**src/rtl/radio_seq_pkg.sv**
```systemverilog
package radio_seq_pkg;
  typedef enum logic [3:0] {
    ST_IDLE    = 4'd0,
    ST_REG_UP  = 4'd1,
    ST_XTAL    = 4'd2,
    ST_PLL_ON  = 4'd3,
    ST_VCO_CAL = 4'd4,
    ST_SETTLE  = 4'd5,
    ST_PA_RAMP = 4'd6,
    ST_TX_ON   = 4'd7,
    ST_RX_FE   = 4'd8,
    ST_RX_ON   = 4'd9
  } seq_state_e;

  typedef struct packed {
    logic regs;
    logic xtal;
    logic pll;
    logic vco_cal;
    logic pa;
    logic rxfe;
    logic modem;
  } seq_en_t;
endpackage

```
**src/rtl/seq_timer.sv**
```systemverilog
module seq_timer #(
  parameter int W = 8
) (
  input  logic         clk,
  input  logic         rst_n,
  input  logic         load,
  input  logic [W-1:0] load_val,
  output logic         expired
);
  logic [W-1:0] cnt;

  always_ff @(posedge clk or negedge rst_n) begin
    if (!rst_n)           cnt <= '0;
    else if (load)        cnt <= load_val;
    else if (cnt != '0)   cnt <= cnt - 1'b1;
  end

  assign expired = (cnt == '0);
endmodule

```
**src/rtl/seq_enable_decode.sv**
```systemverilog
module seq_enable_decode
  import radio_seq_pkg::*;
(
  input  seq_state_e state,
  input  logic [1:0] idle_mode,
  output seq_en_t    en
);
  always_comb begin
    en = '0;
    unique case (state)
      ST_IDLE: begin
        en.regs = (idle_mode != 2'd0);
        en.xtal = idle_mode[1];
        en.pll  = (idle_mode == 2'd3);
      end
      ST_REG_UP:  en.regs = 1'b1;
      ST_XTAL:    begin en.regs = 1'b1; en.xtal = 1'b1; end
      ST_PLL_ON, ST_SETTLE: begin
        en.regs = 1'b1; en.xtal = 1'b1; en.pll = 1'b1;
      end
      ST_VCO_CAL: begin
        en.regs = 1'b1; en.xtal = 1'b1; en.pll = 1'b1; en.vco_cal = 1'b1;
      end
      ST_PA_RAMP, ST_TX_ON: begin
        en.regs = 1'b1; en.xtal = 1'b1; en.pll = 1'b1; en.pa = 1'b1;
      end
      ST_RX_FE: begin
        en.regs = 1'b1; en.xtal = 1'b1; en.pll = 1'b1; en.rxfe = 1'b1;
      end
      ST_RX_ON: begin
        en.regs = 1'b1; en.xtal = 1'b1; en.pll = 1'b1; en.rxfe = 1'b1;
        en.modem = 1'b1;
      end
      default: en = '0;
    endcase
  end
endmodule

```
**src/rtl/radio_pwr_seq.sv**
```systemverilog
module radio_pwr_seq
  import radio_seq_pkg::*;
#(
  parameter int CNT_W = 8
) (
  input  logic             clk,
  input  logic             rst_n,
  input  logic             tx_req,
  input  logic             rx_req,
  input  logic             skip_cal,
  input  logic [1:0]       idle_mode,
  input  logic             cal_done,
  input  logic             pkt_done,
  input  logic [CNT_W-1:0] xtal_cycles,
  input  logic [CNT_W-1:0] pll_cycles,
  input  logic [CNT_W-1:0] pa_cycles,
  output logic             reg_en,
  output logic             xtal_en,
  output logic             pll_en,
  output logic             vco_cal_en,
  output logic             pa_en,
  output logic             rxfe_en,
  output logic             modem_rx_en,
  output logic [3:0]       state_code
);
  seq_state_e       state, nxt;
  logic             dir_tx, dir_tx_nxt;
  logic             tmr_load, tmr_done, active_req;
  logic [CNT_W-1:0] tmr_val;
  seq_en_t          en;

  assign active_req = dir_tx ? tx_req : rx_req;

  always_comb begin
    nxt        = state;
    dir_tx_nxt = dir_tx;
    tmr_load   = 1'b0;
    tmr_val    = '0;
    unique case (state)
      ST_IDLE:
        if (tx_req || rx_req) begin
          dir_tx_nxt = tx_req;
          unique case (idle_mode)
            2'd0: nxt = ST_REG_UP;
            2'd1: begin nxt = ST_XTAL; tmr_load = 1'b1; tmr_val = xtal_cycles; end
            2'd2: nxt = ST_PLL_ON;
            default:
              if (tx_req) begin
                nxt = ST_PA_RAMP; tmr_load = 1'b1; tmr_val = pa_cycles;
              end else begin
                nxt = ST_RX_FE;
              end
          endcase
        end
      ST_REG_UP: begin nxt = ST_XTAL; tmr_load = 1'b1; tmr_val = xtal_cycles; end
      ST_XTAL:   if (tmr_done) nxt = ST_PLL_ON;
      ST_PLL_ON:
        if (skip_cal) begin
          nxt = ST_SETTLE; tmr_load = 1'b1; tmr_val = pll_cycles;
        end else begin
          nxt = ST_VCO_CAL;
        end
      ST_VCO_CAL:
        if (cal_done) begin
          nxt = ST_SETTLE; tmr_load = 1'b1; tmr_val = pll_cycles;
        end
      ST_SETTLE:
        if (tmr_done) begin
          if (dir_tx) begin
            nxt = ST_PA_RAMP; tmr_load = 1'b1; tmr_val = pa_cycles;
          end else begin
            nxt = ST_RX_FE;
          end
        end
      ST_PA_RAMP: if (tmr_done) nxt = ST_TX_ON;
      ST_TX_ON:   if (pkt_done) nxt = ST_IDLE;
      ST_RX_FE:   nxt = ST_RX_ON;
      ST_RX_ON:   nxt = ST_RX_ON;
      default:    nxt = ST_IDLE;
    endcase
    if (state != ST_IDLE && !active_req) begin
      nxt      = ST_IDLE;
      tmr_load = 1'b0;
    end
  end

  always_ff @(posedge clk or negedge rst_n) begin
    if (!rst_n) begin
      state  <= ST_IDLE;
      dir_tx <= 1'b0;
    end else begin
      state  <= nxt;
      dir_tx <= dir_tx_nxt;
    end
  end

  seq_timer #(.W(CNT_W)) u_timer (
    .clk      (clk),
    .rst_n    (rst_n),
    .load     (tmr_load),
    .load_val (tmr_val),
    .expired  (tmr_done)
  );

  seq_enable_decode u_dec (
    .state     (state),
    .idle_mode (idle_mode),
    .en        (en)
  );

  assign reg_en      = en.regs;
  assign xtal_en     = en.xtal;
  assign pll_en      = en.pll;
  assign vco_cal_en  = en.vco_cal;
  assign pa_en       = en.pa;
  assign rxfe_en     = en.rxfe;
  assign modem_rx_en = en.modem;
  assign state_code  = state;
endmodule

```
**config.mk**
```make
export PLATFORM = sky130hd
export DESIGN_NAME = radio_pwr_seq
export DESIGN_NICKNAME = d
export VERILOG_FILES = /design/src/rtl/radio_seq_pkg.sv /design/src/rtl/seq_timer.sv /design/src/rtl/seq_enable_decode.sv /design/src/rtl/radio_pwr_seq.sv
export SDC_FILE = /design/constraint.sdc
export NUM_CORES = 1
export LEC_CHECK = 0
export ABC_AREA = 1
export BUFFER_PORTS_ARGS = -buffer_cell sky130_fd_sc_hd__clkbuf_2
export CAP_MARGIN = 20
export CELL_PAD_IN_SITES_DETAIL_PLACEMENT = 1
export CELL_PAD_IN_SITES_GLOBAL_PLACEMENT = 1
export CORE_MARGIN = 5
export CORE_UTILIZATION = 36
export DETAILED_ROUTE_END_ITERATION = 8
export PLACE_DENSITY_LB_ADDON = 0.12
export SLEW_MARGIN = 20
export SYNTH_ARGS = -nofsm -noshare
export SYNTH_HDL_FRONTEND = slang
export SYNTH_SLANG_ARGS = --single-unit
```
**constraint.sdc**
```tcl
create_clock -name clk -period 2.4 [get_ports clk]
set_clock_uncertainty 0.2 [all_clocks]
set_input_delay 0.12 -clock clk [delete_from_list [all_inputs] [get_ports clk]]
set_output_delay 0.12 -clock clk [all_outputs]
set_load 0.03 [all_outputs]
```
* Yosys cells after proc, flatten, opt, wreduce, memory -nomap -nowiden
Index checks and enable logic that the tools add are counted.
** Word-level totals
- Output and inout bits :: 11
- Input port bits :: 33
- Register bits after elaboration :: 13
- Word-level logic and storage cells :: 79
** Cells by class
- Equality and inequality tests :: 18
- $add $sub $neg :: 1
- Muxes and demuxes :: 39
- Reduce and logical (&&, ||, !) cells :: 18
** Operators with widths (count)
- $mux 8 :: 8
- $pmux 8 s5 :: 1
- $mux 4 :: 9
- $pmux 4 s9 :: 1
- $ne 3x3->1 const B :: 6
- $eq 4x3->1 const B :: 4
- $pmux 8 s2 :: 1
- $mux 1 :: 13
- $pmux 4 s3 :: 1
- $reduce_or 9->1 :: 1
- $eq 4x2->1 const B :: 2
- $eq 4x4->1 const B :: 2
- $logic_not 8->1 :: 1
- $pmux 1 s2 :: 4
- $reduce_bool 8->1 :: 1
- $reduce_or 8->1 :: 1
- $sub 8x1->8 const B :: 1
- $reduce_or 7->1 :: 1
- $reduce_and 6->1 :: 1
- $reduce_or 2->1 :: 3
- $pmux 1 s5 :: 1
- $eq 2x2->1 const B :: 2
- $eq 4x1->1 const B :: 1
- $logic_not 4->1 :: 1
- other kinds (8) :: 9

* Longest topological paths before layout
Gate-level depths: netlist of run 1.
- Depth in word-level cells :: 7
- Mapped depth :: 12
- Gate-level depth less buffers :: 12

* By module
From an unflattened synthesis of run 1, not the netlist that was laid out.
** Second synthesis, totals
- Cell total of the unflattened synthesis :: 303
- Area total of the unflattened synthesis :: 1766.7 um^2
** By module, submodules not included
- radio_pwr_seq :: area an instance 1117.3 um^2, sequential area each 125.1 um^2, instances 1, cells each 201
- seq_timer :: area an instance 518.0 um^2, sequential area each 200.2 um^2, instances 1, cells each 74
- seq_enable_decode :: area an instance 131.4 um^2, sequential area each 0.0 um^2, instances 1, cells each 28

* Worst setup path before layout of run 1
OpenSTA, ideal clock, no wires.
- Path kind :: register to output
- From :: register state[2], in the netlist state_code[2]
- To :: output port reg_en
- Slack :: 0.390 ns
- Stages on the path, launching flop included :: 6
- Buffers on the path :: 0
- Required time :: 2.080 ns
- Arrival time :: 1.690 ns
- Cells stage by stage :: dfrtp_1 inv_2 nand2_1 nor2_1 a211oi_1 o211ai_1
** Between the ends
- Word-level cells in the longest chain between the ends :: 3
- Elaborated cells between the ends (all ways) :: 12
- Those cells by class :: eq/ne: 9; mux: 1; reduce/logical: 2
** Ends and longest elaborated chain
- start, declared :: line radio_pwr_seq.sv:26 : seq_state_e state, nxt;
- start signal, assigned :: line radio_pwr_seq.sv:92 : state <= nxt;
- $eq 4x1->1, or another cell as far along :: line seq_enable_decode.sv:10 : unique case (state)
- $reduce_or 9->1 (no source line)
- $pmux 1 s2 * :: line seq_enable_decode.sv:10
- end, declared :: line radio_pwr_seq.sv:17 : output logic reg_en,
Every way passes the cells marked *; elsewhere a longest branch is shown, timed or not.

* Final worst setup path of run 1
- From :: register state[1], in the netlist state_code[1]
- To :: output port reg_en
Same word-level chain as after synthesis.

==> results.sh, run 1 <==
export IMPL_outcome="complete, no violations"
export IMPL_wl_per_cell_um=15.5
export IMPL_pin_count=44
export IMPL_synth_area_leaders="dfrtp_1 (19%), nand2_1 (19%), nand3_1 (9.2%), inv_1 (7.1%), nor2_1 (6.9%)"
export IMPL_grt_usage_pct=20.2
export IMPL_multi_input_area_um2=1160
export IMPL_cts_tree="yes"
export IMPL_peakVddDrop_v=0.000530
export IMPL_grt_pass1_wl_um=9990
export IMPL_syn_nets=328
export IMPL_synth_top_cell_by_area="dfrtp_1"
export IMPL_synthTopCellsByCount="nand2_1 (85), inv_1 (32), nand3_1 (31), nor2_1 (31), nand4_1 (14)"
export IMPL_areaGrowthSynthToFinish_pct=19.1
export IMPL_async_flop_share_pct=100
export IMPL_slew_viol_final=0
export IMPL_rsz0062_at_grt="no"
export IMPL_leakage_nw=1.10
export IMPL_crit_type="register to output port"
export IMPL_crit_required_ns=2.08
export IMPL_holdCritPathClass="primary input to register"
export IMPL_seq_area_frac_synth_pct=19.4
export IMPL_rows=24
export IMPL_hpwl_um=4780
export IMPL_fin_crit_ns=2.26
export IMPL_syn_avg_cell_area_um2=5.83
export IMPL_critPathCaptureType="output port"
export IMPL_synth_edff_count=0
export IMPL_drive_above_1_share_pct=22.1
export IMPL_drtIter0Drc=79
export IMPL_ant_nets=0
export IMPL_drcViolationCount=0
export IMPL_portBuffers=43
export IMPL_startpoint_type="register"
export IMPL_n_antenna_cell=0
export IMPL_cellPowerDensity_nw_per_um2=1070
export IMPL_clk_latency_ns=0.25
export IMPL_nets=372
export IMPL_cap_violations=0
export IMPL_tightest_slew_ns=0.467
export IMPL_dieWidth_um=78.3
export IMPL_vias_per_cell=5.24
export IMPL_path_clk_slew_ns=0.06
export IMPL_finalHoldViolCount=0
export IMPL_pre_cts_slack_ns=0.446
export IMPL_finalCritPeriodShare_pct=94.2
export IMPL_relSlewSlack_pct=68.7
export IMPL_h_tree_depth=1
export IMPL_syn_inst=288
export IMPL_max_freq_ghz=0.442
export IMPL_synth_ff_latch_count=13
export IMPL_overflow=0
export IMPL_arrival_ns=1.94
export IMPL_synth_most_common_cell="nand2_1"
export IMPL_die_area_um2=6130
export IMPL_synth_warnings=0
export IMPL_grt_pass1_vias=1992
export IMPL_grt_max_degree=15
export IMPL_post_cts_buffers=0
export IMPL_root_buffer="clkbuf_8"
export IMPL_cts_sinks=13
export IMPL_wirelength_um=5930
export IMPL_route_vias_total=2007
export IMPL_fin_setup_tns_ns=0
export IMPL_cts_buffers=3
export IMPL_start_util_pct=37.8
export IMPL_fin_ws_ns=0.139
export IMPL_seq_area_um2=325
export IMPL_synth_top_cell_area_share_pct=19.4
export IMPL_grt_antenna_before_repair=0
export IMPL_core_area_um2=4440
export IMPL_setup_viol=0
export IMPL_crit_path_max_fanout=7
export IMPL_synth_top_flop_cell="dfrtp_1"
export IMPL_synth_area_um2=1680
export IMPL_gp_congestion=0.826
export IMPL_die_h_um=78.3
export IMPL_n_fill_cell=646
export IMPL_synth_cell_types=33
export IMPL_clk_path_buf_depth=2
export IMPL_drt_pass1_iter_count=4
registers in the layout, indices dropped and copies added, names as in the netlist:
register     flops
dir_tx           1
u_timer.cnt      8
state_code       4
routing by layer:
metal / up-vias / track usage (%) / wire, µm
li1: 1015 / - / -
met2: 49 / 31.5 / 2660
met1: 937 / 29.5 / 2980
met3: 6 / 2.52 / 237
met5: - / 0 / 0
met4: 0 / 4.90 / 63
final timing paths:
check	depth (start not counted)	from	end	slack [ns]
min in group asynchronous	2	rst_n	u_timer.cnt[2]	0.11
worst max-delay path	5	state_code[1]	reg_en	0.14
worst max register to register	9	state_code[3]	u_timer.cnt[3]	0.43
worst min register to register	2	u_timer.cnt[1]	u_timer.cnt[1]	0.33
max in group asynchronous	2	rst_n	u_timer.cnt[4]	1.61
worst min-delay path	5	xtal_cycles[0]	u_timer.cnt[0]	0.008
final cells by class:
type                    instances  share of cell area (%)
clock buffers                   4                    2.25
inverters                      39                    7.32
multi-input cells             227                    58.2
flip-flops and latches         13                    16.3
well taps                      52                    3.25
repair buffers                 48                    12.8
critical path, stage by stage, from the launching register on:
cell and delay (ns):
dfrtp_1 0.46, nand2_1 0.21, inv_1 0.17, a211oi_1 0.45, o211ai_1 0.18, clkbuf_2 0.22
metrics by stage:
| stage | power [mW] | util (%) | cell area, µm² | cells | hold slack, ns |
|---|---|---|---|---|---|
| 2_1_floorplan | 1.55 | - | 1680 | 288 | -0.376 |
| 3_3_place_gp | 1.93 | 43.8 | 1950 | 378 | -0.156 |
| 3_5_place_dp | 1.95 | 43.8 | 1950 | 378 | -0.153 |
| 4_1_cts | 2.16 | 45.0 | 2000 | 383 | 0.0137 |
| 5_1_grt | 2.37 | 45.0 | 2000 | 383 | 0.0692 |
| 6_report | 2.15 | 45.0 | 2000 | 383 | 0.00789 |
cell usage in the layout (no fill, tap or decap), drive strengths merged, types with 2 or more instances in the layout:
master	count
inv	37
nand2	92
nor3	4
a21oi	10
o22ai	2
clkbuf	47
nand3	31
o211ai	2
ha	7
nand3b	4
xnor2	3
clkinv	2
dfrtp	13
buf	4
nor2	39
o21ai	11
nand4	14
power breakdown:
part	switching, mW	internal, mW
Combinational	1.02	0.483
Clock	0.0839	0.117
Sequential	0.126	0.321
cell families after synthesis:
| family | count (synthesis) | synth area share, % |
|---|---|---|
| AOI/OAI and AO/OA | 31 | 11.1 |
| xor gates and xnor gates | 4 | 2.09 |
| adders and majority gates | 7 | 5.21 |
| buffers and inverters | 48 | 11.4 |
| DFF | 13 | 19.4 |
| and+or+nand+nor | 185 | 50.9 |
what timing repair did:
action,in CTS,in global routing
hold buffers,1,0
hold endpoints to repair,13,0
resized for setup,0,0
(Power assumes the default switching activity.)
==> run 2: changes to the inputs <==
--- a/config.mk
+++ b/config.mk
@@ -7,7 +7,7 @@
 export LEC_CHECK = 0
 export ABC_AREA = 1
 export BUFFER_PORTS_ARGS = -buffer_cell sky130_fd_sc_hd__clkbuf_2
-export CAP_MARGIN = 20
+export CAP_MARGIN = 30
 export CELL_PAD_IN_SITES_DETAIL_PLACEMENT = 1
 export CELL_PAD_IN_SITES_GLOBAL_PLACEMENT = 1
 export CORE_MARGIN = 5
@@ -17,4 +17,5 @@
 export SLEW_MARGIN = 20
 export SYNTH_ARGS = -nofsm -noshare
 export SYNTH_HDL_FRONTEND = slang
+export SYNTH_HIERARCHICAL = 1
 export SYNTH_SLANG_ARGS = --single-unit
==> constraint.sdc (replaced) <==
create_clock -name clk -period 2.4 [get_ports clk]
set_clock_uncertainty 0.2 [all_clocks]
set_input_delay 0.12 -clock clk [delete_from_list [all_inputs] [get_ports clk]]
set_output_delay 0.12 -clock clk [all_outputs]
set_load 0.1 [all_outputs]
==> run 2 against run 1 <==
  * Via count up 6.5%
  * Worst hold slack better by 0.061 ns
  * Final cell count up 9.4%
  * Global-route usage up 0.66 points
  * Critical path depth up 2
  * Synthesized cell count up 5.2%
  * Combinational power up 47%
  * Sequential cell count unchanged
  * Critical path type unchanged
  * Largest power group unchanged
==> results.sh, run 2 <==
export IMPL_synth_ff_latch_count=13
export IMPL_grt_antenna_before_repair=0
export IMPL_post_cts_buffers=0
export IMPL_finalHoldViolCount=0
export IMPL_syn_inst=303
export IMPL_n_antenna_cell=0
export IMPL_top_register="u_timer/cnt"
export IMPL_grt_pass1_wl_um=10700
export IMPL_crit_type="register to output port"
export IMPL_portBuffers=43
export IMPL_startpoint_type="register"
export IMPL_relSlewSlack_pct=63.5
export IMPL_cap_violations=0
export IMPL_pin_count=44
export IMPL_root_buffer="clkbuf_8"
export IMPL_arrival_ns=1.87
export IMPL_whs_path_depth=5
export IMPL_fin_setup_tns_ns=0
export IMPL_drtIter0Drc=109
export IMPL_nets=392
export IMPL_synthTopCellsByCount="nand2_1 (78), inv_1 (48), nor2_1 (30), nand3_1 (29), nand4_1 (25)"
export IMPL_switchingPower_mw=1.84
export IMPL_core_area_um2=4750
export IMPL_power_frac_comb_pct=77.0
export IMPL_power_share_sequential_pct=15.7
export IMPL_async_flop_share_pct=100
export IMPL_crit_required_ns=2.08
export IMPL_p_int_mw=1.02
export IMPL_slew_viol_final=0
export IMPL_critPathSlowestCell="dfrtp_2"
export IMPL_synth_edff_count=0
export IMPL_synth_area_leaders="dfrtp_1 (18%), nand2_1 (17%), inv_1 (10%), nand4_1 (8.9%), nand3_1 (8.2%)"
export IMPL_vias_per_cell=5.10
export IMPL_rr_startpoint="u_timer/cnt[0]"
export IMPL_critPathMaxStageDelay_ns=0.45
export IMPL_crit_top_cell="nand2_2"
export IMPL_cts_sinks=13
export IMPL_swShare_pct=64.5
export IMPL_setup_viol=0
export IMPL_crit_path_max_fanout=8
export IMPL_min_delay_start="pll_cycles[3]"
export IMPL_clk_latency_ns=0.25
export IMPL_final_core_util_pct=45.5
export IMPL_die_area_um2=6410
export IMPL_wl_per_cell_um=14.9
export IMPL_start_util_pct=37.2
export IMPL_synth_cell_types=32
export IMPL_cts_tree="yes"
export IMPL_synth_warnings=6
export IMPL_synth_most_common_cell="nand2_1"
export IMPL_hpwl_um=5000
export IMPL_wirelength_um=6230
export IMPL_rsz0062_at_grt="no"
export IMPL_grt_pass1_vias=2261
export IMPL_crit_start="state_code[1]"
export IMPL_areaGrowthSynthToFinish_pct=22.4
export IMPL_holdCritPathClass="primary input to register"
export IMPL_leakage_nw=1.16
export IMPL_synth_area_um2=1770
export IMPL_rows=25
export IMPL_placed_cell_area_um2=2100
export IMPL_drt_pass1_iter_count=4
export IMPL_critPathCaptureType="output port"
export IMPL_drive_above_1_share_pct=26.4
export IMPL_overflow=0
export IMPL_syn_nets=342
export IMPL_gp_congestion=0.821
export IMPL_h_tree_depth=1
export IMPL_whs_ns=0.0689
export IMPL_path_clk_slew_ns=0.06
export IMPL_stdcell_area_um2=2160
export IMPL_grt_max_degree=14
export IMPL_rr_worst_depth=13
export IMPL_tightest_slew_ns=0.550
export IMPL_drcViolationCount=0
export IMPL_layout_commonest_cell="nand2_1"
export IMPL_cts_buffers=3
export IMPL_die_h_um=80.1
export IMPL_peakVddDrop_v=0.000573
export IMPL_synth_top_cell_by_area="dfrtp_1"
export IMPL_syn_avg_cell_area_um2=5.83
export IMPL_max_freq_ghz=0.456
export IMPL_n_fill_cell=685
export IMPL_cellPowerDensity_nw_per_um2=1320
export IMPL_route_vias_total=2138
export IMPL_synth_top_flop_cell="dfrtp_1"
export IMPL_final_cell_mix="nand2_1 (78), inv_1 (48), clkbuf_2 (43), nand3_1 (29), nor2_1 (28)"
export IMPL_outcome="complete, no violations"
export IMPL_finalCritPeriodShare_pct=91.4
export IMPL_seq_area_frac_synth_pct=18.4
export IMPL_fin_crit_ns=2.19
export IMPL_dieWidth_um=80.1
export IMPL_largest_reg_flops=8
export IMPL_grt_usage_pct=20.9
export IMPL_synth_top_cell_area_share_pct=18.4
export IMPL_cp_cell_sequence="buf_4 > nor2_2 > nand2_2 > nand2_2 > nor2_4 > nand3_1 > clkbuf_2"
export IMPL_ant_nets=0
export IMPL_clk_path_buf_depth=2
export IMPL_p_clk_share_pct=7.3
[run 2: cell count changes after synthesis, moves of 6 or more]
cell	before	now
nand4_1	14	25
inv_1	32	48
nand2_1	85	78
a21oi_1	8	1
o21ai_0	11	19
o22ai_1	2	8
[run 2: repair_timing]
action                     in CTS  in global routing
hold endpoints to repair       13                  0
resized for setup               0                  1
setup endpoints to repair       0                  4
hold buffers                    1                  0
[run 2: final timing paths]
check / endpoint / slack (ns)
hold / removal: u_timer/cnt[3] / 0.07
setup / recovery: reg_en / 0.21
setup reg to reg: u_timer/cnt[2] / 0.21
max in group asynchronous: state_code[0] / 1.60
hold reg to reg: u_timer/cnt[1] / 0.36
min in group asynchronous: dir_tx / 0.11
[run 2: power by group through the flow]
| stage | sequential (mW) | combinational (mW) | clock [mW] |
|---|---|---|---|
| floorplan | 0.591 | 1.57 | 0 |
| global placement | 0.445 | 2.13 | 0 |
| detailed placement | 0.452 | 2.19 | 0 |
| CTS | 0.449 | 2.20 | 0.215 |
| global route | 0.462 | 2.43 | 0.224 |
| finish | 0.450 | 2.20 | 0.208 |
[run 2: stage by stage]
| step | total power [mW] | std cells | setup WS, ns |
|---|---|---|---|
| global route | 3.11 | 419 | 0.00375 |
| CTS | 2.86 | 419 | 0.104 |
| detailed placement | 2.64 | 414 | 0.129 |
| finish | 2.86 | 419 | 0.207 |
| floorplan | 2.16 | 303 | 0.0511 |
| global placement | 2.58 | 414 | 0.221 |
[run 2: worst max-delay path: cells and delay by family (launching register included)]
kind                   cells  cell delay, ns
buffers and inverters      2            0.64
flip-flops                 1            0.45
AND/OR/NAND/NOR            5            0.53
[run 2: kinds of logic after synthesis]
family | after synthesis | synth area share, %
xor gates and xnor gates | 1 | 0.496
DFF | 13 | 18.4
AOI/OAI and AO/OA | 34 | 11.0
adders and majority gates | 6 | 4.25
buffers and inverters | 61 | 14.0
and+or+nand+nor | 188 | 51.8
[run 2: routing by layer]
layer  up-vias  part of all wire, %  track usage (%)
li1       1081                    -                -
met1      1006                   48             28.6
met2        42                   47             34.4
met3         9                  3.0             1.91
met4         0                  1.6             6.42
met5         -                    0                0
[run 2: layout make-up]
cell class	instances	area, µm²	share of cell area [%]
clock inverter	1	5.00	0.231
timing repair buffer	53	293	13.5
inverter	53	201	9.32
multi-input combinational	229	1210	55.8
sequential	13	330	15.3
clock buffer	3	41.3	1.91
tap	67	83.8	3.88
==> run 3: changes to the inputs <==
--- a/config.mk
+++ b/config.mk
@@ -5,13 +5,12 @@
 export SDC_FILE = /design/constraint.sdc
 export NUM_CORES = 1
 export LEC_CHECK = 0
-export ABC_AREA = 1
 export BUFFER_PORTS_ARGS = -buffer_cell sky130_fd_sc_hd__clkbuf_2
 export CAP_MARGIN = 30
 export CELL_PAD_IN_SITES_DETAIL_PLACEMENT = 1
 export CELL_PAD_IN_SITES_GLOBAL_PLACEMENT = 1
 export CORE_MARGIN = 5
-export CORE_UTILIZATION = 36
+export CORE_UTILIZATION = 37
 export DETAILED_ROUTE_END_ITERATION = 8
 export PLACE_DENSITY_LB_ADDON = 0.12
 export SLEW_MARGIN = 20
==> run 3 against run 2 <==
  * The flow now finishes with violations (negative setup slack)
  * Sequential share of layout area grew 1.8 points
  * Routed wire length shrank 21%
  * Largest cell class unchanged
  * Power grew 5.5%
  * Design area shrank 9.8%
  * Clock-buffer cell count grew 1
  * Sequential cell count is the same
  * Clock power shrank 6%
  * Worst hold slack lost 0.063 ns
  * Global-route usage shrank 1.3 points
==> results.sh, run 3 <==
export IMPL_areaGrowthSynthToFinish_pct=37.6
export IMPL_slew_viol_final=0
export IMPL_critPathSlowestCell="or4_4"
export IMPL_synth_top_flop_cell="dfrtp_1"
export IMPL_finalCritPeriodShare_pct=104
export IMPL_syn_nets=216
export IMPL_peakVddDrop_v=0.000575
export IMPL_ant_nets=0
export IMPL_die_h_um=71.9
export IMPL_syn_inst=177
export IMPL_fin_setup_tns_ns=-0.301
export IMPL_grt_pass1_wl_um=8140
export IMPL_drtIter0Drc=105
export IMPL_placed_cell_area_um2=1840
export IMPL_synth_edff_count=0
export IMPL_seq_area_frac_synth_pct=22.9
export IMPL_grt_antenna_before_repair=0
export IMPL_leakage_nw=0.880
export IMPL_wirelength_um=4930
export IMPL_path_clk_slew_ns=0.06
export IMPL_core_area_um2=3690
export IMPL_largest_reg_flops=8
export IMPL_layout_commonest_cell="clkbuf_2"
export IMPL_critPathCaptureType="register"
export IMPL_critPathMaxStageDelay_ns=0.56
export IMPL_root_buffer="clkbuf_8"
export IMPL_synth_top_cell_by_area="dfrtp_1"
export IMPL_pin_count=44
export IMPL_clk_path_buf_depth=2
export IMPL_cp_cell_sequence="or4_4 > nor3_4 > nand2_2 > nor4_4 > nor2_1 > a211oi_2 > buf_4 > a21oi_1 > a221oi_2"
export IMPL_h_tree_depth=1
export IMPL_cts_sinks=13
export IMPL_drt_pass1_iter_count=4
export IMPL_power_share_sequential_pct=17.7
export IMPL_syn_avg_cell_area_um2=8.01
export IMPL_power_frac_comb_pct=75.9
export IMPL_drive_above_1_share_pct=42.8
export IMPL_crit_required_ns=2.34
export IMPL_hpwl_um=3880
export IMPL_crit_path_max_fanout=6
export IMPL_synth_top_cell_area_share_pct=22.9
export IMPL_rsz0062_at_grt="yes"
export IMPL_crit_type="register to register"
export IMPL_synthTopCellsByCount="nand2_1 (24), nor2_1 (14), dfrtp_1 (13), inv_1 (11), a21oi_1 (9)"
export IMPL_synth_area_um2=1420
export IMPL_p_int_mw=1.32
export IMPL_dieWidth_um=71.9
export IMPL_fin_crit_ns=2.48
export IMPL_synth_most_common_cell="nand2_1"
export IMPL_synth_cell_types=59
export IMPL_final_cell_mix="clkbuf_2 (43), nand2_1 (23), buf_4 (23), nor2_1 (13), inv_1 (11)"
export IMPL_p_clk_share_pct=6.4
export IMPL_synth_warnings=6
export IMPL_cap_violations=0
export IMPL_grt_max_degree=19
export IMPL_arrival_ns=2.43
export IMPL_cts_tree="yes"
export IMPL_stdcell_area_um2=1950
export IMPL_pre_cts_slack_ns=-0.173
export IMPL_n_fill_cell=473
export IMPL_rows=22
export IMPL_n_antenna_cell=0
export IMPL_nets=276
export IMPL_route_vias_total=1594
export IMPL_setup_viol=5
export IMPL_max_freq_ghz=0.403
export IMPL_top_register="u_timer/cnt"
export IMPL_tightest_slew_ns=0.686
export IMPL_grt_usage_pct=19.5
export IMPL_swShare_pct=56.2
export IMPL_synth_area_leaders="dfrtp_1 (23%), nand2_1 (6.4%), ha_1 (5.3%), a22oi_1 (4.2%), nor2_1 (3.7%)"
export IMPL_startpoint_type="register"
export IMPL_synth_ff_latch_count=13
export IMPL_cts_buffers=3
export IMPL_fin_ws_ns=-0.0845
export IMPL_overflow=0
export IMPL_relSlewSlack_pct=53.9
export IMPL_clk_latency_ns=0.24
export IMPL_cellPowerDensity_nw_per_um2=1550
export IMPL_holdCritPathClass="primary input to register"
export IMPL_wl_per_cell_um=17.4
export IMPL_grt_pass1_vias=1685
export IMPL_outcome="finished, violations left"
export IMPL_gp_congestion=0.849
export IMPL_vias_per_cell=5.61
export IMPL_die_area_um2=5170
export IMPL_drcViolationCount=0
export IMPL_start_util_pct=38.4
export IMPL_failed_checks="negative setup slack"
export IMPL_async_flop_share_pct=100
export IMPL_portBuffers=43
export IMPL_finalHoldViolCount=0
export IMPL_switchingPower_mw=1.70
## run 3: kinds of logic after synthesis
group | share of synthesized area, %
buffers and inverters | 8.56
DFF | 22.9
muxes | 5.38
and+or+nand+nor | 28.9
xor gates and xnor gates | 0.618
adders and majority gates | 5.30
AOI/OAI and AO/OA | 28.3
## run 3: final timing paths
check                           slack [ns]        endpoint  cells after the start      startpoint
worst max-delay path                 -0.08  u_timer/cnt[5]                      9  u_timer/cnt[3]
worst min-delay path                 0.006  u_timer/cnt[0]                      5    pa_cycles[0]
worst max register to register       -0.08  u_timer/cnt[5]                      9  u_timer/cnt[3]
worst min register to register        0.40  u_timer/cnt[1]                      2  u_timer/cnt[1]
max in group asynchronous             1.60   state_code[1]                      2           rst_n
min in group asynchronous             0.12  u_timer/cnt[2]                      2           rst_n
## run 3: power groups by stage
stage | registers, mW | logic (mW) | clock network, mW
2_1_floorplan | 0.642 | 1.49 | 0
3_3_place_gp | 0.508 | 2.07 | 0
3_5_place_dp | 0.523 | 2.17 | 0
4_1_cts | 0.523 | 2.24 | 0.198
5_1_grt | 0.555 | 2.44 | 0.207
6_report | 0.534 | 2.29 | 0.195
## run 3: through the flow
step | hold slack, ns | power [mW] | utilization (%) | std cells
3_5_place_dp | -0.162 | 2.70 | 49.9 | 277
6_report | 0.00557 | 3.02 | 52.9 | 284
5_1_grt | 0.0260 | 3.21 | 52.9 | 284
3_3_place_gp | -0.169 | 2.58 | 49.9 | 277
2_1_floorplan | -0.376 | 2.13 | - | 177
4_1_cts | 0.00534 | 2.96 | 52.1 | 283
## run 3: repair_timing
item,CTS,global route
pin swaps,2,1
buffers inserted,1,1
endpoints found under the setup margin,8,9
resized for setup,5,4
hold buffers,1,0
hold endpoints to repair,13,0
## run 3: final cells by class
cell class                      count  area [µm²]  area share (%)
Multi-Input combinational cell    141        1070            55.0
Inverter                           11        41.3            2.12
Clock buffer                        4        45.0            2.31
Tap cell                           48        60.1            3.08
Timing Repair Buffer               67         398            20.4
Sequential cell                    13         333            17.1
## run 3: layer usage
layer / vias up / part of all wire (%) / global-route usage [%]
li1: 768 / - / -
met1: 769 / 44 / 24.9
met2: 51 / 50 / 34.5
met3: 6 / 4.8 / 2.63
met4: 0 / 1.1 / 5.43
met5: - / 0 / 0
## run 3: worst max-delay path, delay by kind of cell, from the launching register on
| kind | cells | cell delay (ns) |
|---|---|---|
| simple gates | 5 | 1.07 |
| compound gates | 3 | 0.54 |
| flops | 1 | 0.39 |
| buf+inv | 1 | 0.18 |
